## config.mk

```make
export PLATFORM = sky130hd
export DESIGN_NAME = mcu8_core
export DESIGN_NICKNAME = d
export VERILOG_FILES = /design/src/rtl/mcu8_pkg.sv /design/src/rtl/mcu8_gpr.sv /design/src/rtl/mcu8_port.sv /design/src/rtl/mcu8_exec.sv /design/src/rtl/mcu8_core.sv
export SDC_FILE = /design/constraint.sdc
export NUM_CORES = 1
export LEC_CHECK = 0
export BUFFER_PORTS_ARGS = -buffer_cell sky130_fd_sc_hd__buf_4
export CAP_MARGIN = 30
export CORE_ASPECT_RATIO = 1.75
export CORE_UTILIZATION = 50
export DETAILED_ROUTE_END_ITERATION = 7
export PLACE_DENSITY = 0.71
export SYNTH_ARGS = -nofsm -noshare
export SYNTH_HDL_FRONTEND = slang
export SYNTH_SLANG_ARGS = --single-unit
```

## constraint.sdc

```tcl
create_clock -name clk -period 3.04 [get_ports clk]
set_input_delay 0 -clock clk [delete_from_list [all_inputs] [get_ports clk]]
set_output_delay 0 -clock clk [all_outputs]
set_load 0.005 [all_outputs]
```

## src/rtl/mcu8_pkg.sv

```systemverilog
package mcu8_pkg;
  localparam int DW     = 8;   // data width
  localparam int IW     = 12;  // instruction width
  localparam int AW     = 8;   // program address width
  localparam int FAW    = 5;   // file address width
  localparam int PAW    = 4;   // port A width
  localparam int GP_BASE = 8;
  localparam int GP_NUM  = (1 << FAW) - GP_BASE;
  localparam int PORT_BASE = 5;
  localparam int HW     = DW / 2;

  typedef enum logic [3:0] {
    OP_MISC    = 4'd0,
    OP_LOADF   = 4'd1,
    OP_INC     = 4'd2,
    OP_ADD     = 4'd3,
    OP_AND     = 4'd4,
    OP_SWAP    = 4'd5,
    OP_ZEROF   = 4'd6,
    OP_STORE   = 4'd7,
    OP_SKIPCLR = 4'd8,
    OP_SKIPSET = 4'd9,
    OP_LIT     = 4'd10,
    OP_RETLIT  = 4'd11,
    OP_JUMP    = 4'd12,
    OP_CALL    = 4'd13
  } opcode_e;

  localparam logic [2:0] SUB_NOP    = 3'd0;
  localparam logic [2:0] SUB_ZEROA  = 3'd1;
  localparam logic [2:0] SUB_DIRLD  = 3'd2;
endpackage

```

## src/rtl/mcu8_gpr.sv

```systemverilog
module mcu8_gpr
  import mcu8_pkg::*;
(
  input  logic           clk,
  input  logic           we,
  input  logic [FAW-1:0] waddr,
  input  logic [DW-1:0]  wdata,
  input  logic [FAW-1:0] raddr,
  output logic [DW-1:0]  rdata
);
  localparam logic [FAW-1:0] BASE = FAW'(GP_BASE);

  logic [DW-1:0] mem_q [GP_NUM];
  logic [FAW-1:0] widx;
  logic [FAW-1:0] ridx;

  always_comb begin
    widx  = waddr - BASE;
    ridx  = raddr - BASE;
    rdata = (raddr >= BASE) ? mem_q[ridx] : '0;
  end

  // storage array has no reset; software writes before it reads
  always_ff @(posedge clk) begin
    if (we && (waddr >= BASE)) begin
      mem_q[widx] <= wdata;
    end
  end
endmodule

```

## src/rtl/mcu8_port.sv

```systemverilog
module mcu8_port #(
  parameter int W = 8
) (
  input  logic         clk,
  input  logic         rst_n,
  input  logic         lat_we,
  input  logic         dir_we,
  input  logic [W-1:0] dat_i,
  input  logic [W-1:0] pin_i,
  output logic [W-1:0] drv_o,
  output logic [W-1:0] oe_o,
  output logic [W-1:0] rd_o
);
  logic [W-1:0] lat_q, lat_d;
  logic [W-1:0] dir_q, dir_d;

  always_comb begin
    lat_d = lat_we ? dat_i : lat_q;
    dir_d = dir_we ? dat_i : dir_q;
  end

  always_ff @(posedge clk or negedge rst_n) begin
    if (!rst_n) begin
      lat_q <= '0;
      dir_q <= '1;
    end else begin
      lat_q <= lat_d;
      dir_q <= dir_d;
    end
  end

  assign drv_o = lat_q;
  assign oe_o  = ~dir_q;
  assign rd_o  = (pin_i & dir_q) | (lat_q & ~dir_q);
endmodule

```

## src/rtl/mcu8_exec.sv

```systemverilog
module mcu8_exec
  import mcu8_pkg::*;
(
  input  logic           ir_valid,
  input  logic [IW-1:0]  ir,
  input  logic [DW-1:0]  acc,
  input  logic [DW-1:0]  frd,
  input  logic [AW-1:0]  ret_addr,
  output logic [FAW-1:0] f_addr,
  output logic           f_we,
  output logic [DW-1:0]  f_wd,
  output logic           acc_we,
  output logic [DW-1:0]  acc_wd,
  output logic           dir_we,
  output logic           xfer,
  output logic [AW-1:0]  target,
  output logic           push,
  output logic           squash
);
  opcode_e       op;
  logic          dst_file;
  logic [2:0]    sub;
  logic [DW-1:0] lit;
  logic [DW-1:0] res;
  logic          alu_op;
  logic          skip;

  always_comb begin
    op       = opcode_e'(ir[11:8]);
    sub      = ir[7:5];
    dst_file = ir[5];
    lit      = ir[7:0];
    f_addr   = ir[FAW-1:0];
    res      = frd;
    alu_op   = 1'b0;
    f_we     = 1'b0;
    f_wd     = '0;
    acc_we   = 1'b0;
    acc_wd   = '0;
    dir_we   = 1'b0;
    xfer     = 1'b0;
    target   = lit;
    push     = 1'b0;
    skip     = 1'b0;
    if (ir_valid) begin
      case (op)
        OP_MISC: begin
          if (sub == SUB_ZEROA) begin
            acc_we = 1'b1;
          end else if (sub == SUB_DIRLD) begin
            dir_we = 1'b1;
          end
        end
        OP_LOADF: begin alu_op = 1'b1; res = frd; end
        OP_INC:   begin alu_op = 1'b1; res = frd + 1'b1; end
        OP_ADD:   begin alu_op = 1'b1; res = frd + acc; end
        OP_AND:   begin alu_op = 1'b1; res = frd & acc; end
        OP_SWAP:  begin alu_op = 1'b1; res = {frd[HW-1:0], frd[DW-1:HW]}; end
        OP_ZEROF: begin f_we = 1'b1; f_wd = '0; end
        OP_STORE: begin f_we = 1'b1; f_wd = acc; end
        OP_SKIPCLR: skip = ~frd[sub];
        OP_SKIPSET: skip = frd[sub];
        OP_LIT: begin acc_we = 1'b1; acc_wd = lit; end
        OP_RETLIT: begin
          acc_we = 1'b1;
          acc_wd = lit;
          xfer   = 1'b1;
          target = ret_addr;
        end
        OP_JUMP: xfer = 1'b1;
        OP_CALL: begin xfer = 1'b1; push = 1'b1; end
        default: ;
      endcase
      if (alu_op) begin
        if (dst_file) begin
          f_we = 1'b1;
          f_wd = res;
        end else begin
          acc_we = 1'b1;
          acc_wd = res;
        end
      end
    end
    squash = skip | xfer;
  end
endmodule

```

## src/rtl/mcu8_core.sv

```systemverilog
module mcu8_core
  import mcu8_pkg::*;
(
  input  logic           clk,
  input  logic           rst_n,
  output logic [AW-1:0]  prog_addr,
  input  logic [IW-1:0]  prog_data,
  input  logic [PAW-1:0] io0_pin_i,
  output logic [PAW-1:0] io0_drv_o,
  output logic [PAW-1:0] io0_oe_o,
  input  logic [DW-1:0]  io1_pin_i,
  output logic [DW-1:0]  io1_drv_o,
  output logic [DW-1:0]  io1_oe_o,
  input  logic [DW-1:0]  io2_pin_i,
  output logic [DW-1:0]  io2_drv_o,
  output logic [DW-1:0]  io2_oe_o
);
  localparam int NWIDE = 2;

  // reset: asserted asynchronously, released on the clock
  logic [1:0] rsync_q;
  logic       rst_core_n;
  always_ff @(posedge clk or negedge rst_n) begin
    if (!rst_n) rsync_q <= '0;
    else        rsync_q <= {rsync_q[0], 1'b1};
  end
  assign rst_core_n = rsync_q[1];

  // fetch and architectural state
  logic [AW-1:0] pc_q, pc_d;
  logic [IW-1:0] ir_q, ir_d;
  logic          irv_q, irv_d;
  logic [DW-1:0] acc_q, acc_d;
  logic [AW-1:0] stk_q, stk_d;

  // execute outputs
  logic [FAW-1:0] f_addr;
  logic           f_we;
  logic [DW-1:0]  f_wd;
  logic           acc_we;
  logic [DW-1:0]  acc_wd;
  logic           dir_we;
  logic           xfer;
  logic [AW-1:0]  target;
  logic           push;
  logic           squash;
  logic [DW-1:0]  frd;
  logic [DW-1:0]  gpr_rd;
  logic [DW-1:0]  port_dat;

  mcu8_exec u_exec (
    .ir_valid (irv_q),
    .ir       (ir_q),
    .acc      (acc_q),
    .frd      (frd),
    .ret_addr (stk_q),
    .f_addr   (f_addr),
    .f_we     (f_we),
    .f_wd     (f_wd),
    .acc_we   (acc_we),
    .acc_wd   (acc_wd),
    .dir_we   (dir_we),
    .xfer     (xfer),
    .target   (target),
    .push     (push),
    .squash   (squash)
  );

  always_comb begin
    pc_d  = xfer ? target : pc_q + 1'b1;
    ir_d  = prog_data;
    irv_d = ~squash;
    acc_d = acc_we ? acc_wd : acc_q;
    stk_d = push ? pc_q : stk_q;
  end

  always_ff @(posedge clk or negedge rst_core_n) begin
    if (!rst_core_n) begin
      pc_q  <= '0;
      ir_q  <= '0;
      irv_q <= 1'b0;
      acc_q <= '0;
      stk_q <= '0;
    end else begin
      pc_q  <= pc_d;
      ir_q  <= ir_d;
      irv_q <= irv_d;
      acc_q <= acc_d;
      stk_q <= stk_d;
    end
  end

  assign prog_addr = pc_q;
  assign port_dat  = dir_we ? acc_q : f_wd;

  mcu8_gpr u_gpr (
    .clk   (clk),
    .we    (f_we),
    .waddr (f_addr),
    .wdata (f_wd),
    .raddr (f_addr),
    .rdata (gpr_rd)
  );

  // port A (narrow)
  logic [PAW-1:0] pa_rd;
  logic           pa_sel;
  assign pa_sel = (f_addr == FAW'(PORT_BASE));

  mcu8_port #(.W(PAW)) u_port_a (
    .clk    (clk),
    .rst_n  (rst_core_n),
    .lat_we (f_we & pa_sel),
    .dir_we (dir_we & pa_sel),
    .dat_i  (port_dat[PAW-1:0]),
    .pin_i  (io0_pin_i),
    .drv_o  (io0_drv_o),
    .oe_o   (io0_oe_o),
    .rd_o   (pa_rd)
  );

  // ports B and C (full width)
  logic [NWIDE-1:0][DW-1:0] wpin, wdrv, woe, wrd;
  assign wpin = {io2_pin_i, io1_pin_i};

  for (genvar k = 0; k < NWIDE; k++) begin : g_wide
    logic sel;
    assign sel = (f_addr == FAW'(PORT_BASE + 1 + k));
    mcu8_port #(.W(DW)) u_port (
      .clk    (clk),
      .rst_n  (rst_core_n),
      .lat_we (f_we & sel),
      .dir_we (dir_we & sel),
      .dat_i  (port_dat),
      .pin_i  (wpin[k]),
      .drv_o  (wdrv[k]),
      .oe_o   (woe[k]),
      .rd_o   (wrd[k])
    );
  end

  assign io1_drv_o = wdrv[0];
  assign io1_oe_o  = woe[0];
  assign io2_drv_o = wdrv[1];
  assign io2_oe_o  = woe[1];

  // file read multiplexer
  always_comb begin
    if (f_addr >= FAW'(GP_BASE))
      frd = gpr_rd;
    else if (pa_sel)
      frd = {{(DW-PAW){1'b0}}, pa_rd};
    else if (f_addr == FAW'(PORT_BASE + 1))
      frd = wrd[0];
    else if (f_addr == FAW'(PORT_BASE + 2))
      frd = wrd[1];
    else
      frd = '0;
  end
endmodule

```

==> results.sh, run 1 <==
export IMPL_critPathCaptureType="flop"
export IMPL_numPortBuffers=81
export IMPL_syn_nets=964
export IMPL_max_cap_violations=0
export IMPL_ys_async_sr_fraction_pct=29.2
export IMPL_min_period_ps=4450
export IMPL_ys_seq_elements=271
export IMPL_violations="negative setup slack"
export IMPL_cp_cell_sequence="buf_8 > mux4_2 > mux4_2 > mux2_4 > o21ai_4 > inv_2 > buf_4 > fa_2 > o21ai_0 > nand2_1 > a211oi_1 > o41a_1 > o21ai_4 > buf_12 > a21boi_4"
export IMPL_via_per_inst=5.91
export IMPL_overflow=0
export IMPL_path_clk_slew_ps=70
export IMPL_remaining_drc_errors=0
export IMPL_finalNonFillerCells=1588
export IMPL_netlist_area_um2=12600
export IMPL_final_util_pct=68.3
export IMPL_cp_max_fo=12
export IMPL_fmax_ghz=0.225
export IMPL_avgSynthCellArea_um2=13.8
export IMPL_crit_buf_inv=4
export IMPL_combPwrFrac_pct=19.0
export IMPL_cp_top_family="multiplexers"
export IMPL_clock_sinks=271
export IMPL_seq_area_frac_synth_pct=61.5
export IMPL_cts_tree="built"
export IMPL_synth_top_area_share_pct=45.7
export IMPL_grt_usage_pct=31.1
export IMPL_worst_pin_slew_ps=936
export IMPL_max_vdd_ir_drop_uv=448
export IMPL_wirelength_mm=38.6
export IMPL_io_pin_count=82
export IMPL_crit_path_start_kind="flop"
export IMPL_status="finished with violations"
export IMPL_p_sw_share_pct=27.1
export IMPL_layout_commonest_cell="buf_4"
export IMPL_drtAntennaViolNets=0
export IMPL_crit_path_max_incr_delay_ps=530
export IMPL_yosysTopAreaCell="edfxtp_1"
export IMPL_slew_headroom_pct=37.2
export IMPL_r2r_setup_slack_ps=-1410
export IMPL_switchingPower_mw=2.48
export IMPL_total_leakage_power_nw=6.63
export IMPL_min_period_over_period_pct=146
export IMPL_synthTopCellsByArea="edfxtp_1 (46%), dfrtp_1 (12%), mux4_2 (6.6%), mux2_2 (4.3%), dfstp_2 (4.2%)"
export IMPL_hold_path_class="primary input to flop"
export IMPL_dieWidth_um=122
export IMPL_cp_slowest_cell="dfrtp_4"
export IMPL_die_y_um=212
export IMPL_rows=76
export IMPL_drtPass1Iterations=5
export IMPL_layout_nets=1304
export IMPL_clkLatencyLatePin_ps=560
export IMPL_antenna_found_initial=0
export IMPL_critPathKind="flop to flop"
export IMPL_fin_ws_ps=-1410
export IMPL_crit_arrival_ps=4770
export IMPL_fin_skew_ps=27.3
export IMPL_synthCells=917
export IMPL_start_util_pct=51.0
export IMPL_dp_hpwl_mm=28.6
export IMPL_seqPwrFrac_pct=47.8
export IMPL_diodes=0
export IMPL_worstPathRequired_ps=3360
export IMPL_synth_warnings=0
export IMPL_h_tree_depth=1
export IMPL_synth_edf_count=192
export IMPL_design_core_area_um2=24700
export IMPL_drtIter0Drc=731
export IMPL_dieArea_um2=25900
export IMPL_place_ws_ps=-1610
export IMPL_rsz0062_at_grt="yes"
export IMPL_grt_first_pass_wirelength_mm=57.9
export IMPL_powerDensity_nw_per_um2=542
export IMPL_vias=9390
export IMPL_final_setup_viol_count=232
export IMPL_slew_viol_final=0
export IMPL_post_dp_cell_area_um2=15400
export IMPL_first_global_vias=9869
export IMPL_numCtsBuffers=25
export IMPL_syn_to_final_growth_pct=33.9
export IMPL_cts_root_buf="clkbuf_16"
export IMPL_drive_gt1_share_pct=44.1
export IMPL_synth_cell_types=83
export IMPL_fin_area_um2=16900
export IMPL_max_clock_path_buffers=3
export IMPL_most_common_layout_cells="buf_4 (322), edfxtp_1 (192), nor2_1 (68)"
export IMPL_grt_max_degree=64
export IMPL_tns_ps=-251530
export IMPL_power_share_clock_pct=33.2
export IMPL_hold_violations=0
export IMPL_ys_flop_type="edfxtp_1"
export IMPL_post_place_cells=1502
export IMPL_p_int_mw=6.67
export IMPL_globalplace_congestion=1.04
export IMPL_routedWlPerCell_um=24.3
[synth_stat cells, types with 8 or more instances]
library cell,number
a21o_1,10
a21oi_1,24
a22oi_1,14
a31oi_1,12
and3_1,10
buf_2,8
clkbuf_1,24
dfrtp_1,59
dfstp_2,20
edfxtp_1,192
ha_1,12
inv_1,32
mux2_2,48
mux2i_1,48
mux4_2,37
nand2_1,58
nand2b_1,9
nand3_1,23
nor2_1,69
nor3_1,27
o21ai_0,20
o21ai_1,9
o31ai_1,8
or3_1,10
[kinds of logic after synthesis]
kind of cell	after synthesis	share of synthesized area (%)
muxes	134	14.8
AOI/OAI and AO/OA	167	9.51
buffers and inverters	81	2.88
other	1	0.0297
DFF	271	61.5
xor gates and xnor gates	8	0.555
and+or+nand+nor	242	9.33
adders and majority gates	13	1.35
[registers in the layout, indices dropped and copies added, names as in the netlist]
signal	cells
u_port_a.drv_o	4
u_port_a.dir_q	4
rsync_q	2
irv_q	1
prog_addr	8
u_gpr.mem_q	192
acc_q	8
ir_q	12
stk_q	8
g_wide.u_port.dir_q	16
g_wide.u_port.drv_o	16
[final timing paths]
kind / startpoint / to / cells past startpoint
max in group asynchronous: rsync_q[1]$_DFF_PN0_ / ir_q[11]$_DFF_PN0_ / 1
worst min register to register: rsync_q[0]$_DFF_PN0_ / rsync_q[1]$_DFF_PN0_ / 0
worst max register to register: ir_q[0]$_DFF_PN0_ / u_gpr.mem_q[5][4]$_DFFE_PP_ / 15
min in group asynchronous: rst_n / rsync_q[0]$_DFF_PN0_ / 3
worst min-delay path: prog_data[2] / ir_q[2]$_DFF_PN0_ / 2
worst max-delay path: ir_q[0]$_DFF_PN0_ / u_gpr.mem_q[5][4]$_DFFE_PP_ / 15
[cell type report]
| class | instances | area (µm²) |
|---|---|---|
| clock buffers | 27 | 633 |
| flip-flops and latches | 271 | 7780 |
| multi-input cells | 568 | 4920 |
| fillers | 1753 | 7830 |
| clock inverters | 19 | 166 |
| well taps | 312 | 390 |
| inverters | 35 | 131 |
| repair buffers | 356 | 2880 |
[worst reg2reg max path: stages (launching register included)]
cell      delay (ps)
dfrtp_4          530
buf_8            160
mux4_2           510
mux4_2           530
mux2_4           310
o21ai_4          170
inv_2             70
buf_4            140
fa_2             450
o21ai_0          170
nand2_1           70
a211oi_1         240
o41a_1           300
o21ai_4           80
buf_12           150
a21boi_4         340
[power groups by stage]
stage	logic (mW)	clock network (mW)	registers, mW
after floorplan	0.746	0	4.41
after global routing	1.86	3.23	4.40
after detailed placement	1.56	0	4.45
final	1.74	3.04	4.37
after global placement	1.54	0	4.44
after CTS	1.68	3.09	4.37
[layer usage]
metal | track usage [%] | wire, µm | vias to the layer above
met5 | 0 | 0 | -
met4 | 21.2 | 2840 | 0
met3 | 4.21 | 1740 | 149
met2 | 57.7 | 21200 | 368
met1 | 31.7 | 12800 | 4661
li1 | - | - | 4212
[metrics by stage]
step / hold slack (ps) / power (mW)
detailed placement: -215 / 6.02
floorplan: -296 / 5.15
global placement: -216 / 5.98
CTS: 94.4 / 9.14
finish: 103 / 9.15
global route: 87.5 / 9.48
[timing repair]
item,CTS,global route
endpoints found under the hold margin,14,0
setup endpoints to repair,221,411
cloned,4,0
hold buffers,14,0
buffers inserted,18,7
resized for setup,35,26
pin swaps,12,14
Power figures use the tool's default switching activity.
==> inputs of run 2 (changes only) <==
--- a/config.mk
+++ b/config.mk
@@ -11,6 +11,8 @@
 export CORE_UTILIZATION = 50
 export DETAILED_ROUTE_END_ITERATION = 7
 export PLACE_DENSITY = 0.71
+export SLEW_MARGIN = 20
 export SYNTH_ARGS = -nofsm -noshare
 export SYNTH_HDL_FRONTEND = slang
+export SYNTH_HIERARCHICAL = 1
 export SYNTH_SLANG_ARGS = --single-unit
==> run 2 against run 1 <==
Effect of this change:
- the flow still finishes with violations (negative setup slack)
- combinational power fell by 22%
- first-iteration DRC count down 19%
- die area down 0.61%
- sequential power fell by 3%
- via count is 8.8% lower
- critical path type unchanged
==> results.sh, run 2 <==
export IMPL_globalplace_congestion=1.02
export IMPL_cts_root_buf="clkbuf_16"
export IMPL_worstPathRequired_ps=3460
export IMPL_yosysTopAreaCell="edfxtp_1"
export IMPL_dieArea_um2=25700
export IMPL_timing_rr_end="g_wide[1].u_port/drv_o[6]$_DFFE_PN0P_"
export IMPL_grt_first_pass_wirelength_mm=52.8
export IMPL_fillers=1666
export IMPL_regMostFlops="u_gpr/mem_q"
export IMPL_numPortBuffers=81
export IMPL_netlist_area_um2=12500
export IMPL_cp_startpoint="ir_q[0]$_DFF_PN0_"
export IMPL_fin_ws_ps=-1180
export IMPL_rr_startpoint="ir_q[0]$_DFF_PN0_"
export IMPL_h_tree_depth=1
export IMPL_drtPass1Iterations=5
export IMPL_r2r_setup_slack_ps=-1180
export IMPL_cp_max_fo=7
export IMPL_status="finished with violations"
export IMPL_cp_top_family="compound AO/OA/AOI/OAI gates"
export IMPL_crit_arrival_ps=4640
export IMPL_max_cap_violations=0
export IMPL_reg2reg_depth=15
export IMPL_antenna_found_initial=0
export IMPL_slew_headroom_pct=51.6
export IMPL_clkLatencyLatePin_ps=550
export IMPL_crit_path_start_kind="flop"
export IMPL_cp_slowest_cell="dfrtp_4"
export IMPL_synthCells=818
export IMPL_violations="negative setup slack"
export IMPL_powerDensity_nw_per_um2=527
export IMPL_clock_sinks=271
export IMPL_drtIter0Drc=592
export IMPL_most_common_layout_cells="buf_4 (295), edfxtp_1 (192), dfrtp_1 (56)"
export IMPL_place_ws_ps=-1440
export IMPL_whs_path_depth=2
export IMPL_grt_use_met2_pct=51.3
export IMPL_slew_viol_final=0
export IMPL_fmax_ghz=0.237
export IMPL_cts_tree="built"
export IMPL_hold_path_class="primary input to flop"
export IMPL_synth_edf_count=192
export IMPL_worst_pin_slew_ps=722
export IMPL_numCtsBuffers=25
export IMPL_layout_nets=1178
export IMPL_total_leakage_power_nw=6.65
export IMPL_worstHoldStart="prog_data[7]"
export IMPL_ys_async_sr_fraction_pct=29.2
export IMPL_design_core_area_um2=24600
export IMPL_via_per_inst=5.85
export IMPL_start_util_pct=50.9
export IMPL_synth_warnings=6
export IMPL_crit_path_max_incr_delay_ps=520
export IMPL_grt_usage_pct=28.3
export IMPL_critPathCaptureType="flop"
export IMPL_hold_path_end="ir_q[7]$_DFF_PN0_"
export IMPL_layout_commonest_cell="buf_4"
export IMPL_diodes=0
export IMPL_grt_max_degree=43
export IMPL_ys_flop_type="edfxtp_1"
export IMPL_rsz0062_at_grt="yes"
export IMPL_synth_top_area_share_pct=46.0
export IMPL_drtAntennaViolNets=0
export IMPL_crit_buf_inv=2
export IMPL_yosysMostFrequentCell="edfxtp_1"
export IMPL_synthTopCellsByCount="edfxtp_1 (192), dfrtp_1 (59), mux2_2 (53)"
export IMPL_grtUsageMet3_pct=3.77
export IMPL_grt_busiest_layer="met2"
export IMPL_syn_nets=862
export IMPL_vias=8563
export IMPL_largest_reg_flops=192
export IMPL_dieWidth_um=122
export IMPL_final_setup_viol_count=296
export IMPL_max_clock_path_buffers=3
export IMPL_min_period_over_period_pct=139
export IMPL_synth_cell_types=76
export IMPL_fin_skew_ps=19.7
export IMPL_syn_to_final_growth_pct=34.9
export IMPL_first_global_vias=9073
export IMPL_ys_seq_elements=271
export IMPL_critPathKind="flop to flop"
export IMPL_remaining_drc_errors=0
export IMPL_dp_hpwl_mm=25.2
export IMPL_path_clk_slew_ps=70
export IMPL_die_y_um=212
export IMPL_seq_area_frac_synth_pct=61.9
export IMPL_rows=76
export IMPL_synthTopCellsByArea="edfxtp_1 (46%), dfrtp_1 (12%), mux4_2 (6.8%), mux2_2 (4.8%), dfstp_2 (4.2%)"
export IMPL_wirelength_mm=35.4
export IMPL_max_vdd_ir_drop_uv=386
export IMPL_cp_cell_sequence="buf_12 > buf_12 > mux4_2 > o221ai_2 > a21oi_2 > a221o_1 > ha_2 > fa_2 > a211oi_2 > nor2_2 > o2111ai_1 > nand3_1 > a32o_2 > mux2_4 > mux2_4"
export IMPL_routedWlPerCell_um=24.1
export IMPL_avgSynthCellArea_um2=15.3
export IMPL_overflow=0
export IMPL_met1_usage_pct=29.0
export IMPL_io_pin_count=82
export IMPL_min_period_ps=4220
export IMPL_drive_gt1_share_pct=52.7
export IMPL_hold_violations=0
export IMPL_final_util_pct=68.7
-- run 2: report_power, final --
part	internal, mW	switching [mW]	total, mW
Sequential	4.10	0.161	4.26
Clock	1.90	1.38	3.28
Combinational	0.723	0.640	1.36
-- run 2: metal layers --
layer | vias to the layer above | part of all wire, %
met5 | - | 0
met4 | 0 | 8.1
met3 | 137 | 4.1
met2 | 331 | 54
met1 | 4307 | 34
li1 | 3788 | -
-- run 2: stage by stage --
step / total power, mW / cells / cell area [µm²] / setup TNS [ps] / hold slack (ps)
3_5_place_dp: 5.47 / 1371 / 15000 / -251440 / -216
5_1_grt: 9.20 / 1465 / 16900 / -235480 / 106
6_report: 8.91 / 1465 / 16900 / -214450 / 116
3_3_place_gp: 5.44 / 1371 / 15000 / -241560 / -218
4_1_cts: 8.88 / 1450 / 16600 / -192640 / 93.2
2_1_floorplan: 4.92 / 818 / 12800 / -142400 / -296
-- run 2: logic make-up after synthesis --
| group | share of synthesized area (%) |
|---|---|
| and+or+nand+nor | 7.99 |
| xor gates and xnor gates | 0.618 |
| DFF | 61.9 |
| buffers and inverters | 3.17 |
| AOI/OAI and AO/OA | 6.71 |
| adders and majority gates | 1.06 |
| muxes | 18.5 |
| other | 0.0299 |
-- run 2: how the worst max path moves through the flow --
stage | end | cells after the start | slack [ps]
2_1_floorplan | g_wide[0].u_port/drv_o[7]$_DFFE_PN0P_ | 18 | -1130
3_3_place_gp | g_wide[0].u_port/drv_o[5]$_DFFE_PN0P_ | 16 | -1400
3_5_place_dp | g_wide[1].u_port/drv_o[5]$_DFFE_PN0P_ | 16 | -1440
4_1_cts | g_wide[1].u_port/drv_o[7]$_DFFE_PN0P_ | 16 | -1130
5_1_grt | g_wide[1].u_port/drv_o[7]$_DFFE_PN0P_ | 17 | -1260
6_report | g_wide[1].u_port/drv_o[6]$_DFFE_PN0P_ | 15 | -1180
-- run 2: area by class of cell --
| cell class | instances | area [µm²] | area share, % |
|---|---|---|---|
| Clock buffer | 28 | 657 | 3.88 |
| Clock inverter | 18 | 206 | 1.22 |
| Inverter | 28 | 105 | 0.621 |
| Multi-Input combinational cell | 470 | 4940 | 29.2 |
| Sequential cell | 271 | 7780 | 46.0 |
| Tap cell | 312 | 390 | 2.31 |
| Timing Repair Buffer | 338 | 2840 | 16.8 |
-- run 2: timing repair --
item,4_1_cts,5_1_grt
resized for setup,78,41
buffers inserted,24,16
pin swaps,25,14
hold buffers,14,0
hold endpoints to repair,14,0
cloned,2,0
endpoints found under the setup margin,241,313
-- run 2: worst register-to-register path: stages, from the launching register on --
cell       delay [ps]
dfrtp_4           520
buf_12            160
buf_12            120
mux4_2            500
o221ai_2          210
a21oi_2            70
a221o_1           380
ha_2              220
fa_2              430
a211oi_2          220
nor2_2             90
o2111ai_1         200
nand3_1           130
a32o_2            280
mux2_4            300
mux2_4            270
